[config.mk]
export PLATFORM = sky130hd
export DESIGN_NAME = opc_esc_decoder
export DESIGN_NICKNAME = d
export VERILOG_FILES = /design/src/rtl/opc_esc_pkg.sv /design/src/rtl/opc_esc_ptr.sv /design/src/rtl/opc_esc_lookup.sv /design/src/rtl/opc_esc_fsm.sv /design/src/rtl/opc_esc_decoder.sv
export SDC_FILE = /design/constraint.sdc
export NUM_CORES = 1
export LEC_CHECK = 0
export CORE_ASPECT_RATIO = 1.75
export CORE_MARGIN = 2
export CORE_UTILIZATION = 65
export CTS_CLUSTER_SIZE = 30
export DETAILED_ROUTE_END_ITERATION = 10
export DONT_BUFFER_PORTS = 1
export GPL_ROUTABILITY_DRIVEN = 1
export GPL_TIMING_DRIVEN = 0
export PLACE_DENSITY = 0.81
export SLEW_MARGIN = 10
export SYNTH_ARGS = -nofsm -noshare
export SYNTH_HDL_FRONTEND = slang
export SYNTH_SLANG_ARGS = --single-unit
[constraint.sdc]
create_clock -name clk_i -period 7 [get_ports clk_i]
set_input_delay 0.35 -clock clk_i [delete_from_list [all_inputs] [get_ports clk_i]]
set_output_delay 0.35 -clock clk_i [all_outputs]
set_load 0.005 [all_outputs]
[src/rtl/opc_esc_pkg.sv]
package opc_esc_pkg;
  typedef enum logic [1:0] {ST_B0 = 2'd0, ST_B1 = 2'd1, ST_B2 = 2'd2, ST_STOP = 2'd3} stage_e;
  typedef enum logic [1:0] {ACT_MORE, ACT_DONE, ACT_HALT, ACT_BAD} act_e;

  localparam logic [7:0] ESC_0F   = 8'h0F;
  localparam logic [7:0] ESC_F2   = 8'hF2;
  localparam logic [7:0] ESC_F3   = 8'hF3;
  localparam logic [7:0] OPC_HALT = 8'hF4;

  function automatic logic [255:0] bit_of(input logic [7:0] b);
    return 256'(1) << b;
  endfunction
endpackage

[src/rtl/opc_esc_ptr.sv]
module opc_esc_ptr #(
  parameter int unsigned AW       = 32,
  parameter int unsigned RESET_IP = 1
) (
  input  logic          clk_i,
  input  logic          rst_ni,
  input  logic          step_i,
  input  logic          load_i,
  input  logic [AW-1:0] load_val_i,
  output logic [AW-1:0] ip_o
);
  localparam logic [AW-1:0] IpInit = AW'(RESET_IP);

  always_ff @(posedge clk_i or negedge rst_ni) begin
    if (!rst_ni)     ip_o <= IpInit;
    else if (load_i) ip_o <= load_val_i;
    else if (step_i) ip_o <= ip_o + AW'(1);
  end

  a_r2_step: assert property (@(posedge clk_i) disable iff (!rst_ni)
    (step_i && !load_i) |=> ip_o == $past(ip_o) + AW'(1));
  a_r6_load: assert property (@(posedge clk_i) disable iff (!rst_ni)
    load_i |=> ip_o == $past(load_val_i));
endmodule

[src/rtl/opc_esc_lookup.sv]
module opc_esc_lookup
  import opc_esc_pkg::*;
#(
  parameter logic [255:0] ONE_MAP   = '0,
  parameter logic [255:0] MAP_0F    = '0,
  parameter logic [255:0] MAP_F2    = '0,
  parameter logic [255:0] MAP_F3    = '0,
  parameter logic [255:0] MAP_F2_0F = '0,
  parameter logic [255:0] MAP_F3_0F = '0
) (
  input  stage_e     stage_i,
  input  logic [7:0] lead_i,
  input  logic [7:0] byte_i,
  output act_e       act_o
);
  logic [255:0] map_two, map_three;

  // pick the per-prefix tables
  always_comb begin
    unique case (lead_i)
      ESC_F2:  begin map_two = MAP_F2; map_three = MAP_F2_0F; end
      ESC_F3:  begin map_two = MAP_F3; map_three = MAP_F3_0F; end
      default: begin map_two = MAP_0F; map_three = '0;        end
    endcase
  end

  always_comb begin
    act_o = ACT_BAD;
    unique case (stage_i)
      ST_B0: begin
        if (byte_i == ESC_0F || byte_i == ESC_F2 || byte_i == ESC_F3) act_o = ACT_MORE;
        else if (byte_i == OPC_HALT)                                    act_o = ACT_HALT;
        else if (ONE_MAP[byte_i])                                       act_o = ACT_DONE;
      end
      ST_B1: begin
        if (lead_i != ESC_0F && byte_i == ESC_0F) act_o = ACT_MORE;
        else if (map_two[byte_i])                 act_o = ACT_DONE;
      end
      ST_B2: if (map_three[byte_i]) act_o = ACT_DONE;
      default: act_o = ACT_BAD;
    endcase
  end
endmodule

[src/rtl/opc_esc_fsm.sv]
module opc_esc_fsm
  import opc_esc_pkg::*;
(
  input  logic        clk_i,
  input  logic        rst_ni,
  input  logic        take_i,
  input  logic [7:0]  byte_i,
  input  act_e        act_i,
  output stage_e      stage_o,
  output logic [7:0]  lead_o,
  output logic        ready_o,
  output logic        op_valid_o,
  output logic [1:0]  op_len_o,
  output logic [23:0] op_code_o,
  output logic        halted_o,
  output logic        err_o,
  output logic [1:0]  err_pos_o,
  output logic [7:0]  err_byte_o
);
  stage_e     stage_q;
  logic [7:0] lead_q, mid_q;
  logic [1:0] pos;

  assign stage_o = stage_q;
  assign lead_o  = lead_q;
  assign ready_o = (stage_q != ST_STOP);
  assign pos     = 2'(stage_q) + 2'd1;

  always_ff @(posedge clk_i or negedge rst_ni) begin
    if (!rst_ni) begin
      stage_q    <= ST_B0;
      lead_q     <= '0;
      mid_q      <= '0;
      op_valid_o <= 1'b0;
      op_len_o   <= '0;
      op_code_o  <= '0;
      halted_o   <= 1'b0;
      err_o      <= 1'b0;
      err_pos_o  <= '0;
      err_byte_o <= '0;
    end else begin
      op_valid_o <= 1'b0;
      if (take_i) begin
        unique case (act_i)
          ACT_MORE: begin
            if (stage_q == ST_B0) begin lead_q <= byte_i; stage_q <= ST_B1; end
            else                  begin mid_q  <= byte_i; stage_q <= ST_B2; end
          end
          ACT_DONE: begin
            op_valid_o <= 1'b1;
            op_len_o   <= pos;
            unique case (stage_q)
              ST_B0:   op_code_o <= {16'h0, byte_i};
              ST_B1:   op_code_o <= {8'h0, byte_i, lead_q};
              default: op_code_o <= {byte_i, mid_q, lead_q};
            endcase
            stage_q <= ST_B0;
          end
          ACT_HALT: begin
            op_valid_o <= 1'b1;
            op_len_o   <= 2'd1;
            op_code_o  <= {16'h0, byte_i};
            halted_o   <= 1'b1;
            stage_q    <= ST_STOP;
          end
          default: begin
            err_o      <= 1'b1;
            err_pos_o  <= pos;
            err_byte_o <= byte_i;
            stage_q    <= ST_STOP;
          end
        endcase
      end
    end
  end

  a_r7_stop_not_ready: assert property (@(posedge clk_i) disable iff (!rst_ni)
    (err_o || halted_o) |-> !ready_o);
  a_r7_err_sticky: assert property (@(posedge clk_i) disable iff (!rst_ni)
    err_o |=> (err_o && $stable(err_pos_o) && $stable(err_byte_o)));
  a_r7_pos_valid: assert property (@(posedge clk_i) disable iff (!rst_ni)
    err_o |-> err_pos_o != 2'd0);
  a_r7_no_op_on_err: assert property (@(posedge clk_i) disable iff (!rst_ni)
    err_o |-> !op_valid_o);
  a_r3_len_class: assert property (@(posedge clk_i) disable iff (!rst_ni)
    op_valid_o |-> op_len_o != 2'd0);
endmodule

[src/rtl/opc_esc_decoder.sv]
module opc_esc_decoder
  import opc_esc_pkg::*;
#(
  parameter int unsigned  AW        = 32,
  parameter int unsigned  RESET_IP  = 1,
  parameter logic [255:0] ONE_MAP   = bit_of(8'h01) | bit_of(8'h05) | bit_of(8'h90) | bit_of(8'hC3),
  parameter logic [255:0] MAP_0F    = bit_of(8'h84) | bit_of(8'h85) | bit_of(8'hAF),
  parameter logic [255:0] MAP_F2    = bit_of(8'h10),
  parameter logic [255:0] MAP_F3    = bit_of(8'h90),
  parameter logic [255:0] MAP_F2_0F = bit_of(8'h58),
  parameter logic [255:0] MAP_F3_0F = bit_of(8'h2A)
) (
  input  logic          clk_i,
  input  logic          rst_ni,
  input  logic [AW-1:0] end_addr_i,
  input  logic          byte_valid_i,
  input  logic [7:0]    byte_i,
  output logic          byte_ready_o,
  output logic [AW-1:0] fetch_addr_o,
  output logic          op_valid_o,
  output logic [1:0]    op_len_o,
  output logic [23:0]   op_code_o,
  output logic          halted_o,
  output logic          err_o,
  output logic [1:0]    err_pos_o,
  output logic [7:0]    err_byte_o
);
  stage_e     stage;
  logic [7:0] lead;
  act_e       act;
  logic       take;

  assign take = byte_valid_i && byte_ready_o;

  opc_esc_lookup #(
    .ONE_MAP(ONE_MAP), .MAP_0F(MAP_0F), .MAP_F2(MAP_F2), .MAP_F3(MAP_F3),
    .MAP_F2_0F(MAP_F2_0F), .MAP_F3_0F(MAP_F3_0F)
  ) u_lookup (
    .stage_i(stage), .lead_i(lead), .byte_i(byte_i), .act_o(act)
  );

  opc_esc_fsm u_fsm (
    .clk_i(clk_i), .rst_ni(rst_ni), .take_i(take), .byte_i(byte_i), .act_i(act),
    .stage_o(stage), .lead_o(lead), .ready_o(byte_ready_o),
    .op_valid_o(op_valid_o), .op_len_o(op_len_o), .op_code_o(op_code_o),
    .halted_o(halted_o), .err_o(err_o), .err_pos_o(err_pos_o), .err_byte_o(err_byte_o)
  );

  opc_esc_ptr #(.AW(AW), .RESET_IP(RESET_IP)) u_ptr (
    .clk_i(clk_i), .rst_ni(rst_ni),
    .step_i(take && act != ACT_HALT),
    .load_i(take && act == ACT_HALT),
    .load_val_i(end_addr_i),
    .ip_o(fetch_addr_o)
  );

  a_r6_ip_frozen: assert property (@(posedge clk_i) disable iff (!rst_ni)
    halted_o |=> $stable(fetch_addr_o));
  a_r8_hold_on_stall: assert property (@(posedge clk_i) disable iff (!rst_ni)
    !byte_valid_i |=> $stable(fetch_addr_o));
endmodule

# == Yosys cells after proc, flatten, opt, wreduce, memory -nomap -nowiden ==
# Memory sizes are Yosys's and may differ from the RTL's.
# Cells that the tools add are included.
# word_totals
out_inout_bits,72
rom_bits,256
ff_bits,89
inputBits,43
mem_count,1
# memory_table
memory,words,word_bits,rd,rd_clocked_by_memory_dff,wr,line_no,source
(no name shown),256,1,1,0,0,opc_esc_lookup.sv:33,else if (ONE_MAP[byte_i]) act_o = ACT_DONE;
# classes
add_sub_neg,2
eq_ne,13
bitwise,2
n_lt_le_gt_ge,1
reduce_logical,17
muxes,23
# ops
operator,n
$pmux 176 s2,1
$pmux 89 s2,1
$pmux 24 s2,2
$mux 32,2
$eq 8x8->1 const B,5
$add 32x1->32 const B,1
$bmux 1 s8,2
$mux 2,7
$lt 8x9->1 const B,1
$eq 8x4->1 const B,1
$ne 8x4->1 const B,1
$pmux 2 s2,2
$pmux 2 s3,1
$reduce_and 2->1,3
$reduce_and 3->1,2
$mux 1,5
$eq 2x1->1 const B,2
$eq 2x2->1 const B,2
$logic_and 1x1->1,4
$logic_not 2->1,2
$ne 2x2->1 const B,2
$reduce_bool 2->1,2
$reduce_or 3->1,1
$add 2x1->2 const B,1
3 further kinds,5

# == Depth between registers and ports, before layout ==
# logic_depth
word_depth,11
ltp_mapped,15

# == By module ==
# A second synthesis with hierarchy kept.
# unflattened
hier_cells,443
hier_area_um2,4645.7
# modules_own_cells
module,cells_per_inst,area_each_um2,n_inst
opc_esc_fsm,168,2368.5,1
opc_esc_ptr,216,1895.6,1
opc_esc_lookup,54,350.3,1
opc_esc_decoder,5,31.3,1

# == Worst setup path after synthesis ==
# Ideal clock, no wire load.
# synth_timing
path_kind,register to register
from,"register u_fsm.lead_q[6], in the netlist u_fsm.lead_o[6]"
to,register u_ptr.ip_o[13]
slack_ns,4.195
path_buffers,3
t_required_ns,6.881
setup_ns,0.119
arrival_ns,2.686
stages_incl_launch_ff,14
synth_period_minus_slack_ns,2.805
cell_sequence,dfrtp_1 nand4_1 or4_1 o31ai_1 nand2_1 or2_1 ha_1 buf_2 inv_1 clkbuf_1 clkbuf_1 nand3_1 a21oi_1 nor2_1
# synth_via
elab_chain_cells,10
word_cells_on_any_way,20
cone_classes,eq/ne (5); mux (11); reduce/logical (4)
# synth_lines
element,line_no,source
start: declaration,opc_esc_fsm.sv:21,"logic [7:0] lead_q, mid_q;"
start signal: assignment,opc_esc_fsm.sv:32,lead_q <= '0;
start signal: assignment,opc_esc_fsm.sv:46,if (stage_q == ST_B0) begin lead_q <= byte_i; stage_q <= ST_B1; end
$eq 8x8->1,opc_esc_lookup.sv:20,unique case (lead_i)
$pmux 176 s2,opc_esc_lookup.sv:20,
$bmux 1 s8,opc_esc_lookup.sv:37,else if (map_two[byte_i]) act_o = ACT_DONE;
$mux 1 (not written as such),opc_esc_lookup.sv:37,
$mux 2,opc_esc_lookup.sv:37,
$mux 2,opc_esc_lookup.sv:36,if (lead_i != ESC_0F && byte_i == ESC_0F) act_o = ACT_MORE;
$pmux 2 s3 *,opc_esc_lookup.sv:29,unique case (stage_i)
$eq 2x2->1 / $ne 2x2->1 (equally long branches),"opc_esc_decoder.sv:52, opc_esc_decoder.sv:51",
$logic_and 1x1->1 (on tied branches),"opc_esc_decoder.sv:52, opc_esc_decoder.sv:51",
$mux 32 / $reduce_bool 2->1 (equally long branches),--,
end signal: assignment,opc_esc_ptr.sv:15,if (!rst_ni) ip_o <= IpInit;
end signal: assignment,opc_esc_ptr.sv:16,else if (load_i) ip_o <= load_val_i;
end signal: assignment,opc_esc_ptr.sv:17,else if (step_i) ip_o <= ip_o + AW'(1);
end: declaration,opc_esc_ptr.sv:10,output logic [AW-1:0] ip_o
# Every way passes the cells marked *; elsewhere a longest branch is shown, timed or not. The select of a mux whose other input is x is not followed.
# A chain may end at the register's enable or synchronous reset.

# == Worst setup path after layout ==
# Ends and elaborated chain as after synthesis.

==> reports/qor.txt <==
Clk_lat worst skew - 0.35 ns
Family with the most delay on the worst path - simple AND/OR/NAND/NOR gates
CP endpoint kind - flip-flop
Power per Cell Area - 520 mW/mm^2
Slew @ Worst Pin - 0.726 ns
H-tree levels - 3
Synth area leaders - dfrtp_1, mux2_2, o21ai_0, nand2_1, ha_1
Vias in the first global route - 4141
Yosys top cell by area - dfrtp_1
Core ar. - 0.00713 mm^2
Post-route cell area - 0.00522 mm^2
Area occupied by multi-input gates - 0.00229 mm^2
Setup_tns - 0 ns
Final min period - 3.48 ns
Io pins - 115
Rel. slew slack - 51.4%
CTS clk-pin slew, worst paths - 0.06 ns
CTS sink count - 89
Setup Buffers After CTS - 0
Num CTS Buffers - 9
# nets final - 548
Grt ovf - 0
Drt initial violations - 576
VDD IR max - 0.000319 V
Via count - 4168
First-pass GRT wire length - 20800 um
CTS Buffer Depth - 2
Placed instance area - 0.00485 mm^2
ANT nets after route - 0
DIE HEIGHT - 117 um
Placer Congestion - 0.934
Leakage - 2.22 nW
DP HPWL - 9550 um
RSZ-0062 raised after global routing - false
Final Hold Fails - 0
Worst path slowest cell - or4_1
Commonest non-fill, non-tap cells in the layout - dfrtp_1, nand2_1, o21ai_0
Critical path cell sequence - nand4_1 > or4_1 > o31ai_1 > nand2_1 > or2_1 > ha_1 > buf_2 > inv_1 > clkbuf_1 > clkbuf_1 > nand3_1 > a21oi_1 > nor2_1
Drt first pass iters - 7
Cells after DPL - 568
Critical path fanouts, max - 10
Post-synthesis sequential area ratio - 47.0%
Warnings from Yosys - 0
Ant diodes - 0
Worst EP required - 7.23 ns
Cell row count - 41
Final setup viols - 0
Critical Path Most Common Cell - clkbuf_1
Gate Count Post-Synth - 482
Slew Viols, Final - 0
Startpoint types - flip-flop
Mean Syn Cell Area - 9.83 um^2
Number of synthesized flops with an enable pin - 0
Non-Filler Instances - 586
Final Skew - 0.00511 ns
Total of max-cap violations - 0
Post-route clock period utilization - 49.7%
Fraction of layout instances using a drive strength above 1 - 14.2%
Via-per-instance ratio - 7.11
DR WL/cell - 23.3 um
Seq cells post-synth - 89
Share of the synthesized area in the top cell type - 46.5%
Initial core utilization - 66.5%
Count of cell types in the netlist - 65
Filler cells - 527
Die width - 68.5 um
Largest net degree at the start of global routing - 90
Sequential cell area - 0.00223 mm^2
Status - finished, final reports clean
Ys async rst share - 100%
Port bufs - 0
Initial antenna violation count - 0
Post-Syn Nets - 535
Full die area - 0.00802 mm^2
Clk root buf - clkbuf_16
Buf/Inv on CP - 4
Worst hold path class - in -> reg
Commonest non-fill, non-tap cell in the layout - dfrtp_1
Total track usage - 35.6%
Mapped Area - 0.00474 mm^2
Critical Path Max Stage Delay - 0.55 ns
Max Freq - 0.287 GHz
CTS tree - done
Area Overhead vs Synth - 10.2%
DRC Markers - 0
Post-synth top flop - dfrtp_1
Setup Crit Path Kind - reg -> reg
CP arrival - 3.71 ns
DRT Wirelength - 13700 um
==> final timing paths <==
check | from | end | slack [ns] | cells after the start
min in group asynchronous | rst_ni | u_ptr.ip_o[30] | 0.58 | 2
setup / recovery | u_fsm.lead_o[6] | u_ptr.ip_o[13] | 3.52 | 13
max in group asynchronous | rst_ni | u_ptr.ip_o[0] | 6.06 | 2
hold reg to reg | u_fsm.halted_o | u_fsm.halted_o | 0.49 | 1
hold / removal | end_addr_i[31] | u_ptr.ip_o[31] | 0.18 | 2
setup reg to reg | u_fsm.lead_o[6] | u_ptr.ip_o[13] | 3.52 | 13
==> kinds of logic (layout without fill, tap and decap cells) <==
family / count (synthesis) / in the layout / share of synthesized area [%]
DFF: 89 / 89 / 47.0
buffers and inverters: 53 / 71 / 4.59
adders and majority gates: 10 / 10 / 2.64
muxes: 30 / 30 / 7.00
AOI/OAI and AO/OA: 135 / 135 / 19.6
and+or+nand+nor: 165 / 165 / 19.2
==> final cells by class <==
class,instances,area share [%]
multi-input cells,340,43.9
flip-flops and latches,89,42.7
clock buffers,12,5.10
plain buffers,33,2.73
well taps,86,2.06
inverters,20,1.44
clock inverters,4,1.41
repair buffers,2,0.719
==> synthesized netlist by cell type (3+ instances only) <==
cell type and n:
o22ai_1 9, buf_1 4, mux2i_1 5, nor3_1 13, clkbuf_1 21, buf_2 6, a2bb2oi_1 4, nor4_1 4
ha_1 10, or4_1 3, and3_1 8, nor2b_1 3, a22o_1 9, dfrtp_1 88, nand3_1 25, nand2_1 38
o21ai_0 32, a21oi_1 24, a31oi_1 5, nor2_1 29, a222oi_1 8, nand2b_1 7, a31o_2 4, mux2_2 25
a311oi_1 3, o211ai_1 3, inv_1 20, nand4_1 10, a22oi_1 14
==> stage by stage <==
step	util, %	power, mW	worst slack, ns	hold WS [ns]
floorplan	-	1.80	4.20	0.0544
global placement	68.0	2.08	3.61	0.0561
detailed placement	68.0	2.14	3.55	0.0561
CTS	73.3	2.70	3.58	0.177
global route	73.3	2.89	3.30	0.191
finish	73.3	2.71	3.52	0.178
==> where the power goes <==
| part | internal, mW | switching (mW) | total (mW) |
|---|---|---|---|
| clock network | 0.342 | 0.200 | 0.542 |
| registers | 0.739 | 0.263 | 1.00 |
| logic | 0.455 | 0.716 | 1.17 |
| total | 1.54 | 1.18 | 2.71 |
==> metal layers <==
| metal | part of all wire (%) | track usage (%) | routed length, um |
|---|---|---|---|
| met1 | 34 | 37.2 | 4590 |
| met2 | 53 | 60.7 | 7180 |
| met3 | 8.4 | 7.84 | 1140 |
| met4 | 5.3 | 25.6 | 730 |
| met5 | 0 | 0 | 0 |
==> sequential cells by signal, summed over array words and instances (netlist names) <==
signal,count
u_fsm.halted_o,1
u_fsm.op_valid_o,1
u_fsm.stage_o,2
u_fsm.lead_o,8
u_fsm.op_len_o,2
u_fsm.err_o,1
u_ptr.ip_o,32
u_fsm.err_pos_o,2
u_fsm.mid_q,8
u_fsm.op_code_o,24
u_fsm.err_byte_o,8
==> timing repair <==
| item | in CTS | in global routing |
|---|---|---|
| hold buffers | 2 | 0 |
| gates resized for setup | 0 | 0 |
| endpoints found under the hold margin | 89 | 0 |
Note: power is estimated with default switching activity, not from simulation.
